[src/rtl/cmdbuf_pkg.sv]
package cmdbuf_pkg;

    // Word offsets decoded by host software
    localparam logic [7:0] OFS_LOC_STATE = 8'h00;
    localparam logic [7:0] OFS_LOC_CTRL  = 8'h08;
    localparam logic [7:0] OFS_LOC_STS   = 8'h0C;
    localparam logic [7:0] OFS_IDENT     = 8'h30;
    localparam logic [7:0] OFS_CTL_REQ   = 8'h40;
    localparam logic [7:0] OFS_CTL_STS   = 8'h44;
    localparam logic [7:0] OFS_CANCEL    = 8'h48;
    localparam logic [7:0] OFS_START     = 8'h4C;
    localparam logic [7:0] OFS_CMD_SIZE  = 8'h58;
    localparam logic [7:0] OFS_CMD_ADDR  = 8'h5C;
    localparam logic [7:0] OFS_RSP_SIZE  = 8'h64;
    localparam logic [7:0] OFS_RSP_ADDR  = 8'h68;

    // Exact request codes
    localparam logic [31:0] CODE_ONE = 32'd1;
    localparam logic [31:0] CODE_TWO = 32'd2;

    // Capability word fields
    localparam logic [3:0] ID_TYPE_ACTIVE = 4'd1;
    localparam logic [3:0] ID_VERSION     = 4'd1;
    localparam logic       ID_LOC0_ONLY   = 1'b0;
    localparam logic       ID_IDLE_BYP    = 1'b0;
    localparam logic [1:0] ID_XFER_64     = 2'b11;
    localparam logic       ID_FIFO        = 1'b0;
    localparam logic       ID_BUF_IF      = 1'b1;
    localparam logic [1:0] ID_SELECT      = 2'b01;

    typedef struct packed {
        logic assigned;
        logic granted;
        logic idle;
    } ctl_state_t;

    typedef struct packed {
        logic        start;
        logic        fatal;
        logic        req;
        logic        cancel;
        logic [31:0] cmd_len;
    } bell_state_t;

    function automatic logic [31:0] ident_word();
        logic [31:0] w;
        w        = '0;
        w[3:0]   = ID_TYPE_ACTIVE;
        w[7:4]   = ID_VERSION;
        w[8]     = ID_LOC0_ONLY;
        w[9]     = ID_IDLE_BYP;
        w[12:11] = ID_XFER_64;
        w[13]    = ID_FIFO;
        w[14]    = ID_BUF_IF;
        w[18:17] = ID_SELECT;
        return w;
    endfunction

endpackage

[src/rtl/cmdbuf_wr_lanes.sv]
module cmdbuf_wr_lanes #(
    parameter int unsigned LANES = 4
) (
    input  logic [1:0]           byte_ofs,
    input  logic [1:0]           size_m1,
    input  logic [LANES*8-1:0]   wdata,
    input  logic [LANES*8-1:0]   old_word,
    output logic [LANES*8-1:0]   merged,
    output logic [LANES-1:0]     lane_en
);
    localparam int unsigned W = LANES * 8;

    logic [W-1:0] shifted;

    assign shifted = wdata << {byte_ofs, 3'b000};

    for (genvar i = 0; i < LANES; i++) begin : g_lane
        always_comb begin
            lane_en[i] = (i >= int'(byte_ofs)) &&
                         (i <= int'(byte_ofs) + int'(size_m1));
            merged[i*8 +: 8] = lane_en[i] ? shifted[i*8 +: 8]
                                          : old_word[i*8 +: 8];
        end
    end


    always_comb begin
        lane_sel_chk: assert (lane_en != '0);
    end

endmodule

[src/rtl/cmdbuf_rd_align.sv]
module cmdbuf_rd_align #(
    parameter int unsigned LANES = 4
) (
    input  logic [1:0]           byte_ofs,
    input  logic [LANES*8-1:0]   word,
    output logic [LANES*8-1:0]   rdata
);
    assign rdata = word >> {byte_ofs, 3'b000};
endmodule

[src/rtl/cmdbuf_doorbell.sv]
module cmdbuf_doorbell
    import cmdbuf_pkg::*;
#(
    parameter logic [31:0] BUF_BYTES = 32'h800
) (
    input  logic        clk,
    input  logic        rst_n,
    input  logic        start_wr,
    input  logic        cancel_wr,
    input  logic [31:0] wr_val,
    input  logic [31:0] hdr_len,
    input  logic        done,
    input  logic        err,
    output logic        start_o,
    output logic        fatal_o,
    output logic        req_o,
    output logic [31:0] cmd_len_o,
    output logic [31:0] rsp_len_o,
    output logic        cancel_o
);
    bell_state_t st_d, st_q;
    logic        fire;

    always_comb begin
        st_d        = st_q;
        st_d.req    = 1'b0;
        st_d.cancel = 1'b0;
        fire        = start_wr && (wr_val == CODE_ONE) && !st_q.start;
        if (fire) begin
            st_d.start   = 1'b1;
            st_d.req     = 1'b1;
            st_d.cmd_len = (hdr_len < BUF_BYTES) ? hdr_len : BUF_BYTES;
        end else if (done) begin
            st_d.start = 1'b0;
        end
        if (done && err) begin
            st_d.fatal = 1'b1;
        end
        if (cancel_wr && (wr_val == CODE_ONE) && st_q.start) begin
            st_d.cancel = 1'b1;
        end
    end

    always_ff @(posedge clk or negedge rst_n) begin
        if (!rst_n) begin
            st_q <= '0;
        end else begin
            st_q <= st_d;
        end
    end

    assign start_o   = st_q.start;
    assign fatal_o   = st_q.fatal;
    assign req_o     = st_q.req;
    assign cmd_len_o = st_q.cmd_len;
    assign rsp_len_o = BUF_BYTES;
    assign cancel_o  = st_q.cancel;


    req_single_chk: assert property (@(posedge clk) disable iff (!rst_n)
        req_o |=> !req_o);

    req_from_idle_chk: assert property (@(posedge clk) disable iff (!rst_n)
        req_o |-> (start_o && !$past(start_o)));

    len_clamp_chk: assert property (@(posedge clk) disable iff (!rst_n)
        req_o |-> (cmd_len_o <= BUF_BYTES));

    cancel_busy_chk: assert property (@(posedge clk) disable iff (!rst_n)
        cancel_o |-> $past(start_o));

    fatal_set_chk: assert property (@(posedge clk) disable iff (!rst_n)
        (done && err) |=> fatal_o);

    fatal_hold_chk: assert property (@(posedge clk) disable iff (!rst_n)
        fatal_o |=> fatal_o);

    done_clear_chk: assert property (@(posedge clk) disable iff (!rst_n)
        (done && !start_wr) |=> !start_o);

endmodule

[src/rtl/cmdbuf_regs.sv]
module cmdbuf_regs
    import cmdbuf_pkg::*;
#(
    parameter int unsigned WIN_BYTES    = 4096,
    parameter int unsigned DBUF_OFF     = 128,
    parameter logic [31:0] WIN_BASE     = 32'hFED4_0000,
    parameter int unsigned BE_BUF_BYTES = 2048,
    parameter int unsigned ADDR_W       = $clog2(WIN_BYTES)
) (
    input  logic              clk,
    input  logic              rst_n,
    input  logic              hst_valid,
    input  logic              hst_write,
    input  logic [ADDR_W-1:0] hst_addr,
    input  logic [1:0]        hst_size,
    input  logic [31:0]       hst_wdata,
    output logic [31:0]       hst_rdata,
    input  logic [31:0]       be_hdr_len,
    output logic              be_req,
    output logic [31:0]       be_cmd_len,
    output logic [31:0]       be_rsp_len,
    output logic              be_cancel,
    input  logic              be_done,
    input  logic              be_err
);
    localparam logic [31:0] CMD_BYTES = 32'(WIN_BYTES - DBUF_OFF);
    localparam logic [31:0] BUF_BYTES = (32'(BE_BUF_BYTES) < CMD_BYTES) ?
                                        32'(BE_BUF_BYTES) : CMD_BYTES;
    localparam logic [31:0] BUF_ADDR  = WIN_BASE + 32'(DBUF_OFF);
    localparam logic [31:0] IDENT     = ident_word();

    ctl_state_t  ctl_d, ctl_q;
    logic [31:0] word_sel;
    logic [31:0] merged;
    logic [3:0]  lane_en;
    logic        wr_en;
    logic        in_regs;
    logic [7:0]  wofs;
    logic        start_bit;
    logic        fatal_bit;

    assign wr_en   = hst_valid && hst_write;
    assign in_regs = (hst_addr >> 8) == '0;
    assign wofs    = {hst_addr[7:2], 2'b00};

    // Aligned word selected by the address
    always_comb begin
        word_sel = '0;
        if (in_regs) begin
            unique case (wofs)
                OFS_LOC_STATE: word_sel = {24'd0, 1'b1, 5'd0, ctl_q.assigned, 1'b0};
                OFS_LOC_STS:   word_sel = {31'd0, ctl_q.granted};
                OFS_IDENT:     word_sel = IDENT;
                OFS_CTL_STS:   word_sel = {30'd0, ctl_q.idle, fatal_bit};
                OFS_START:     word_sel = {31'd0, start_bit};
                OFS_CMD_SIZE:  word_sel = CMD_BYTES;
                OFS_CMD_ADDR:  word_sel = BUF_ADDR;
                OFS_RSP_SIZE:  word_sel = CMD_BYTES;
                OFS_RSP_ADDR:  word_sel = BUF_ADDR;
                default:       word_sel = '0;
            endcase
        end
    end

    cmdbuf_rd_align #(.LANES(4)) u_rd (
        .byte_ofs (hst_addr[1:0]),
        .word     (word_sel),
        .rdata    (hst_rdata)
    );

    cmdbuf_wr_lanes #(.LANES(4)) u_wr (
        .byte_ofs (hst_addr[1:0]),
        .size_m1  (hst_size),
        .wdata    (hst_wdata),
        .old_word (word_sel),
        .merged   (merged),
        .lane_en  (lane_en)
    );

    cmdbuf_doorbell #(.BUF_BYTES(BUF_BYTES)) u_bell (
        .clk       (clk),
        .rst_n     (rst_n),
        .start_wr  (wr_en && in_regs && (wofs == OFS_START)),
        .cancel_wr (wr_en && in_regs && (wofs == OFS_CANCEL)),
        .wr_val    (merged),
        .hdr_len   (be_hdr_len),
        .done      (be_done),
        .err       (be_err),
        .start_o   (start_bit),
        .fatal_o   (fatal_bit),
        .req_o     (be_req),
        .cmd_len_o (be_cmd_len),
        .rsp_len_o (be_rsp_len),
        .cancel_o  (be_cancel)
    );

    // Next state of locality and control status
    always_comb begin
        ctl_d = ctl_q;
        if (wr_en && in_regs) begin
            if (wofs == OFS_LOC_CTRL && merged == CODE_ONE) begin
                ctl_d.granted  = 1'b1;
                ctl_d.assigned = 1'b1;
            end
            if (wofs == OFS_CTL_REQ) begin
                if (merged == CODE_ONE) begin
                    ctl_d.idle = 1'b0;
                end else if (merged == CODE_TWO) begin
                    ctl_d.idle = 1'b1;
                end
            end
        end
    end

    always_ff @(posedge clk or negedge rst_n) begin
        if (!rst_n) begin
            ctl_q <= '0;
        end else begin
            ctl_q <= ctl_d;
        end
    end


    loc_sticky_chk: assert property (@(posedge clk) disable iff (!rst_n)
        ctl_q.granted |=> ctl_q.granted);

    loc_pair_chk: assert property (@(posedge clk) disable iff (!rst_n)
        ctl_q.granted == ctl_q.assigned);

    idle_cause_chk: assert property (@(posedge clk) disable iff (!rst_n)
        $rose(ctl_q.idle) |-> $past(wr_en && wofs == OFS_CTL_REQ));

    rsp_len_chk: assert property (@(posedge clk) disable iff (!rst_n)
        be_req |-> (be_rsp_len == BUF_BYTES));

endmodule

[config.mk]
export PLATFORM = sky130hd
export DESIGN_NAME = cmdbuf_regs
export DESIGN_NICKNAME = d
export VERILOG_FILES = /design/src/rtl/cmdbuf_pkg.sv /design/src/rtl/cmdbuf_wr_lanes.sv /design/src/rtl/cmdbuf_rd_align.sv /design/src/rtl/cmdbuf_doorbell.sv /design/src/rtl/cmdbuf_regs.sv
export SDC_FILE = /design/constraint.sdc
export NUM_CORES = 1
export LEC_CHECK = 0
export BUFFER_PORTS_ARGS = -buffer_cell sky130_fd_sc_hd__buf_2
export CAP_MARGIN = 20
export CORE_AREA = 8 8 92 94
export DETAILED_ROUTE_END_ITERATION = 7
export DIE_AREA = 0 0 100 102
export PLACE_DENSITY = 0.82
export SYNTH_ARGS = -nofsm -noshare
export SYNTH_HDL_FRONTEND = slang
export SYNTH_SLANG_ARGS = --single-unit
[constraint.sdc]
create_clock -name clk -period 3.27 [get_ports clk]
set_clock_uncertainty 0.2 [all_clocks]
set_input_delay 0.4905 -clock clk [delete_from_list [all_inputs] [get_ports clk]]
set_output_delay 0.4905 -clock clk [all_outputs]
set_load 0.01 [all_outputs]
After elaboration in Yosys (flattened, before gate mapping)

Cells that the tools add are included.

Register bits after elaboration: 38
Logic and storage cells: 66

Add/sub/neg operators: 1
Order comparisons: 8
Eq/ne operators: 13
Shifts and indexed selects: 2
Multiplexer cells: 13
Reductions and logical operators: 22

Operator list:

| operator                                                          | count |
|---|---|
| one-hot mux 32 bit (7 select lines)                               | 1 |
| less-or-equal comparator 3 x 32 -> 1 bit (first input constant)   | 2 |
| 2-to-1 mux 32 bit                                                 | 2 |
| == test 6 x 5 -> 1 bit (second input constant)                    | 8 |
| == test 32 x 1 -> 1 bit (second input constant)                   | 1 |
| == test 32 x 2 -> 1 bit (second input constant)                   | 1 |
| less-or-equal comparator 1 x 32 -> 1 bit (first input constant)   | 1 |
| less-or-equal comparator 2 x 32 -> 1 bit (first input constant)   | 1 |
| less-than comparator 32 x 12 -> 1 bit (second input constant)     | 1 |
| 2-to-1 mux 8 bit                                                  | 4 |
| left shift 32 x 5 -> 32 bit                                       | 1 |
| right shift 32 x 5 -> 32 bit                                      | 1 |
| logical AND 1 bit                                                 | 13 |
| == test 6 x 2 -> 1 bit (second input constant)                    | 2 |
| zero test 12 bit                                                  | 1 |
| zero test 8 bit                                                   | 1 |
| == test 6 x 4 -> 1 bit (second input constant)                    | 1 |
| 2-to-1 mux 1 bit                                                  | 6 |
| greater-or-equal comparator 1 x 2 -> 1 bit (first input constant) | 2 |
| nonzero test 2 bit                                                | 2 |
| OR reduction 2 bit                                                | 2 |
| adder 2 x 2 -> 3 bit                                              | 1 |
| AND reduction 3 bit                                               | 1 |
| greater-or-equal comparator 2 bit (first input constant)          | 1 |
| 2 further kinds                                                   | 2 |

Depth between registers and ports, before layout

Depth in word-level cells: 9
Mapped depth: 10

Modules after synthesis

A second synthesis with hierarchy kept.

Cells, all modules: 399
Area total of the unflattened synthesis: 3,749.8 um^2

By module, submodules not included:

| module          | instances | cells each | area an instance (um^2) |
|---|---|---|---|
| cmdbuf_doorbell | 1         | 155        | 1,702.9 |
| cmdbuf_wr_lanes | 1         | 98         | 919.6 |
| cmdbuf_regs     | 1         | 80         | 576.8 |
| cmdbuf_rd_align | 1         | 66         | 550.5 |

Worst setup path before layout

OpenSTA, ideal clock, no wires.

Path type: input to register
Start point: in hst_addr[1]
End point: reg u_bell.st_q, in the netlist u_bell.cmd_len_o[11]
Library setup time: 0.080 ns
Arrival: 2.791 ns
Data required time: 2.990 ns
Slack: 0.199 ns
Cell stages on the path: 10
Path buffers: 2
Cells stage by stage: clkbuf_1 -> inv_1 -> fa_1 -> nand2b_1 -> a21oi_1 -> o221ai_1 -> nand3_1 -> nor4_4 -> buf_6 -> mux2i_1

Cells in the longest elaborated chain, start to end: 7
Elaborated cells between the ends (all ways): 19

Ends and longest elaborated chain:

| item                                                             | line                  | RTL |
|---|---|---|
| start: declaration                                               | cmdbuf_regs.sv:14     | `input logic [ADDR_W-1:0] hst_addr,` |
| adder 2 x 2 -> 3 bit                                             | cmdbuf_wr_lanes.sv:20 | `(i <= int'(byte_ofs) + int'(size_m1));` |
| less-or-equal comparator 1 x 32 -> 1 bit (tied with other cells) | cmdbuf_wr_lanes.sv:20 |  |
| logical AND 1 bit                                                | cmdbuf_wr_lanes.sv:19 | `lane_en[i] = (i >= int'(byte_ofs)) &&` |
| 2-to-1 mux 8 bit                                                 | cmdbuf_wr_lanes.sv:21 | `merged[i*8 +: 8] = lane_en[i] ? shifted[i*8 +: 8]` |
| == test 32 x 1 -> 1 bit (*)                                      | cmdbuf_doorbell.sv:28 | `fire = start_wr && (wr_val == CODE_ONE) && !st_q.start;` |
| logical AND 1 bit (*) (2 in a row)                               | cmdbuf_doorbell.sv:28 |  |
| end signal: assignment                                           | cmdbuf_doorbell.sv:48 | `st_q <= st_d;` |
| end: declaration                                                 | cmdbuf_doorbell.sv:21 | `bell_state_t st_d, st_q;` |

Every way passes the cells marked *; elsewhere a longest branch is shown, timed or not.
A chain may end at the register's enable or synchronous reset.

Worst setup path after layout

Start point: in hst_addr[2]
End point: out hst_rdata[1]

Cells in the longest elaborated chain, start to end: 5
Elaborated cells between the ends (all ways): 14

Ends and longest elaborated chain:

| item                                    | line                 | RTL |
|---|---|---|
| == test 6 x 5 -> 1 bit                  | cmdbuf_regs.sv:50    | `unique case (wofs)` |
| OR reduction 2 bit (no source line)     | -                    |  |
| one-hot mux 32 bit (7 select lines) (*) | cmdbuf_regs.sv:50    |  |
| 2-to-1 mux 32 bit (*)                   | cmdbuf_regs.sv:49    | `if (in_regs) begin` |
| right shift 32 x 5 -> 32 bit (*)        | cmdbuf_rd_align.sv:8 | `assign rdata = word >> {byte_ofs, 3'b000};` |
| end: declaration                        | cmdbuf_regs.sv:17    | `output logic [31:0] hst_rdata,` |

Marks and branches as above.

==> results.cfg <==
[run_status]
outcome = finished, final reports clean

[synth]
ys_types = 59
synth.area.top_cells = dfrtp_1 (35%), buf_4 (13%), mux2i_1 (5.2%), nor2b_1 (5.1%), inv_1 (3.2%)
ys_seq_area_share_pct = 35.3
yosys_most_used_dff = dfrtp_1
ys_ff_latch = 38
yosys.area.top_type = dfrtp_1
synth-edff-count = 0
synthArstFlopShare_pct = 100
yosysWarnings = 0
yosysTopAreaCellShare_pct = 35.3
postSynthAreaPerCell_sq_um = 8.67
synthCells = 311
synthesis.area_sq_mm = 0.00270

[die]
die_area_sq_mm = 0.0102
core-area_sq_mm = 0.00706
initial_core_util_pct = 38.2
die_width_um = 100
die_y_um = 102
pin_count = 182
num_rows = 31

[global_route]
grt_pass1_wl_mm = 12.7
grt_max_degree = 39
grt_overflow = 0
grt_pass1_vias = 2702
antenna_found_initial = 0
global_route.usage.total_pct = 15.4

[place]
dp_hpwl_mm = 6.78
gp_congestion = 0.856
dp.cells = 538
port_buffers = 147

[critical_path]
startpoint_type = input pin
crit_buf_inv = 2
path_max_fanout = 17
crit_type = input pin to output port
slowest_stage = or4b_1
reg2reg_slack_ns = 1.01
path_common_cell = buf_2
slowest_delay_ns = 0.53
endpoint_kind = output port
cp.required_ns = 2.58
critical_path.cell_chain = buf_2 -> or4b_1 -> a21boi_1 -> o21ai_1 -> nor3_1 -> a211oi_1 -> a31oi_1 -> buf_2
cp_data_arrival_time_ns = 2.29
worstReg2RegStart = ctl_q[0]
cp_top_family = simple AND/OR/NAND/NOR gates
crit_path_start = hst_addr[2]

[power_and_ir_drop]
sw_frac_of_total_pct = 26.5
peakVddDrop_uv = 220
cellPowerDensity_mw_per_mm2 = 272
clockPowerShare_pct = 31.7
p_seq_share_pct = 50.5
p_leak_nw = 1.87
p_comb_share_pct = 17.8
switchingPower_mw = 0.247
cell_internal_pwr_mw = 0.684
p_total_mw = 0.931

[sta]
finalCritPeriodShare_pct = 91.3
slew_headroom_pct = 44.8
slew_violations = 0
rsz0062_at_grt = no
period_needed_ns = 2.98
hold_viol_final = 0
tns_ns = 0
max_freq_ghz = 0.335
worstMarginPinSlew_ns = 0.828
setup_viol = 0

[cts]
clockBufferDepth = 2
clkLatencyLatePin_ns = 0.28
holdBufCountCts = 0
clock-sinks = 38
cts-root-buf = clkbuf_8
clk_pin_slew_worst_paths_ns = 0.07
cts_resized = 0
htree_levels = 2
cts_made_buffers = 5
post_cts_buffers = 0
cts_tree = done

[layout]
fin_cells = 545
area_growth_syn_to_layout_pct = 26.8
antenna_cells = 0
fin_nets = 532
mostFrequentLayoutCells = buf_2 (147), dfrtp_1 (38), conb_1 (34)
final_util_pct = 48.4
final_layout_size_suffix_gt1_share_pct = 37.4
layout_commonest_cell = buf_2
fill_cells = 711

[routing]
first_pass_iters = 4
route.detailed.drc = 0
drt_iter0_drc = 62
wl_per_cell_um = 15.0
drtAntennaViolNets = 0
vias_per_cell = 4.84
drt_wl_total_mm = 8.17
vias = 2638

[min_path]
hold_path_class = input pin to async pin

[run]
drv_cap = 0
power groups by stage:
stage          combinational [mW]  clock (mW)  sequential (mW)
6_report                    0.166       0.295            0.470
5_1_grt                     0.184       0.324            0.470
4_1_cts                     0.163       0.304            0.470
3_5_place_dp                0.162           0            0.479
3_3_place_gp                0.159           0            0.479
2_1_floorplan               0.113           0            0.479
per-layer routing:
| layer | share of wire, % | vias to the layer above | GRT usage [%] |
|---|---|---|---|
| met5 | 0 | - | 0 |
| met4 | 1.3 | 0 | 4.88 |
| met3 | 13 | 9 | 6.74 |
| met2 | 48 | 161 | 27.1 |
| met1 | 38 | 1206 | 16.0 |
| li1 | - | 1262 | - |
synthesized netlist by cell type (7+ instances only):
master and instances:
buf_4 45, clkbuf_1 10, dfrtp_1 38, inv_1 23
mux2i_1 14, nand2_1 23, nand3b_1 9, nor2_1 16
nor2b_1 22, nor3_1 9, nor4_1 10, o21ai_0 11
or4_1 7
sequential cells by signal (all words and copies together), names as in the netlist:
| signal | count |
|---|---|
| u_bell.start_o | 1 |
| u_bell.cmd_len_o | 32 |
| u_bell.fatal_o | 1 |
| u_bell.cancel_o | 1 |
| ctl_q | 2 |
| u_bell.req_o | 1 |
per-stage QoR:
stage          instance area [sq um]  hold WS, ns  setup WS, ns
2_1_floorplan                   2820     -0.00509         0.199
3_3_place_gp                    3340        0.246         0.308
3_5_place_dp                    3340        0.258         0.216
4_1_cts                         3420        0.117         0.312
5_1_grt                         3420        0.166         0.147
6_report                        3420       0.0991         0.285
cell families (layout without fill, tap and decap cells):
logic type | after synthesis | after routing | share of synthesized area [%]
DFF | 38 | 38 | 35.3
AOI/OAI and AO/OA | 44 | 44 | 11.0
other | 2 | 34 | 0.279
muxes | 14 | 14 | 5.20
buffers and inverters | 83 | 186 | 18.7
adders and majority gates | 2 | 2 | 1.21
and+or+nand+nor | 127 | 127 | 28.0
xor gates and xnor gates | 1 | 1 | 0.325
final cells by class:
cell class / instances / area (sq um) / area share (%)
Multi-Input combinational cell: 222 / 1360 / 39.8
Sequential cell: 38 / 951 / 27.8
Timing Repair Buffer: 156 / 816 / 23.9
Tap cell: 99 / 124 / 3.63
Inverter: 23 / 86.3 / 2.53
Clock buffer: 6 / 72.6 / 2.12
Clock inverter: 1 / 7.51 / 0.220
path summary, 6_finish.rpt:
path,cells past startpoint,endpoint
min in group clk,2,u_bell.fatal_o
hold reg to reg,1,u_bell.fatal_o
setup reg to reg,7,u_bell.cmd_len_o[2]
hold / removal,1,u_bell.cmd_len_o[4]
max in group asynchronous,1,ctl_q[1]
setup / recovery,8,hst_rdata[1]
Power figures use the tool's default switching activity.
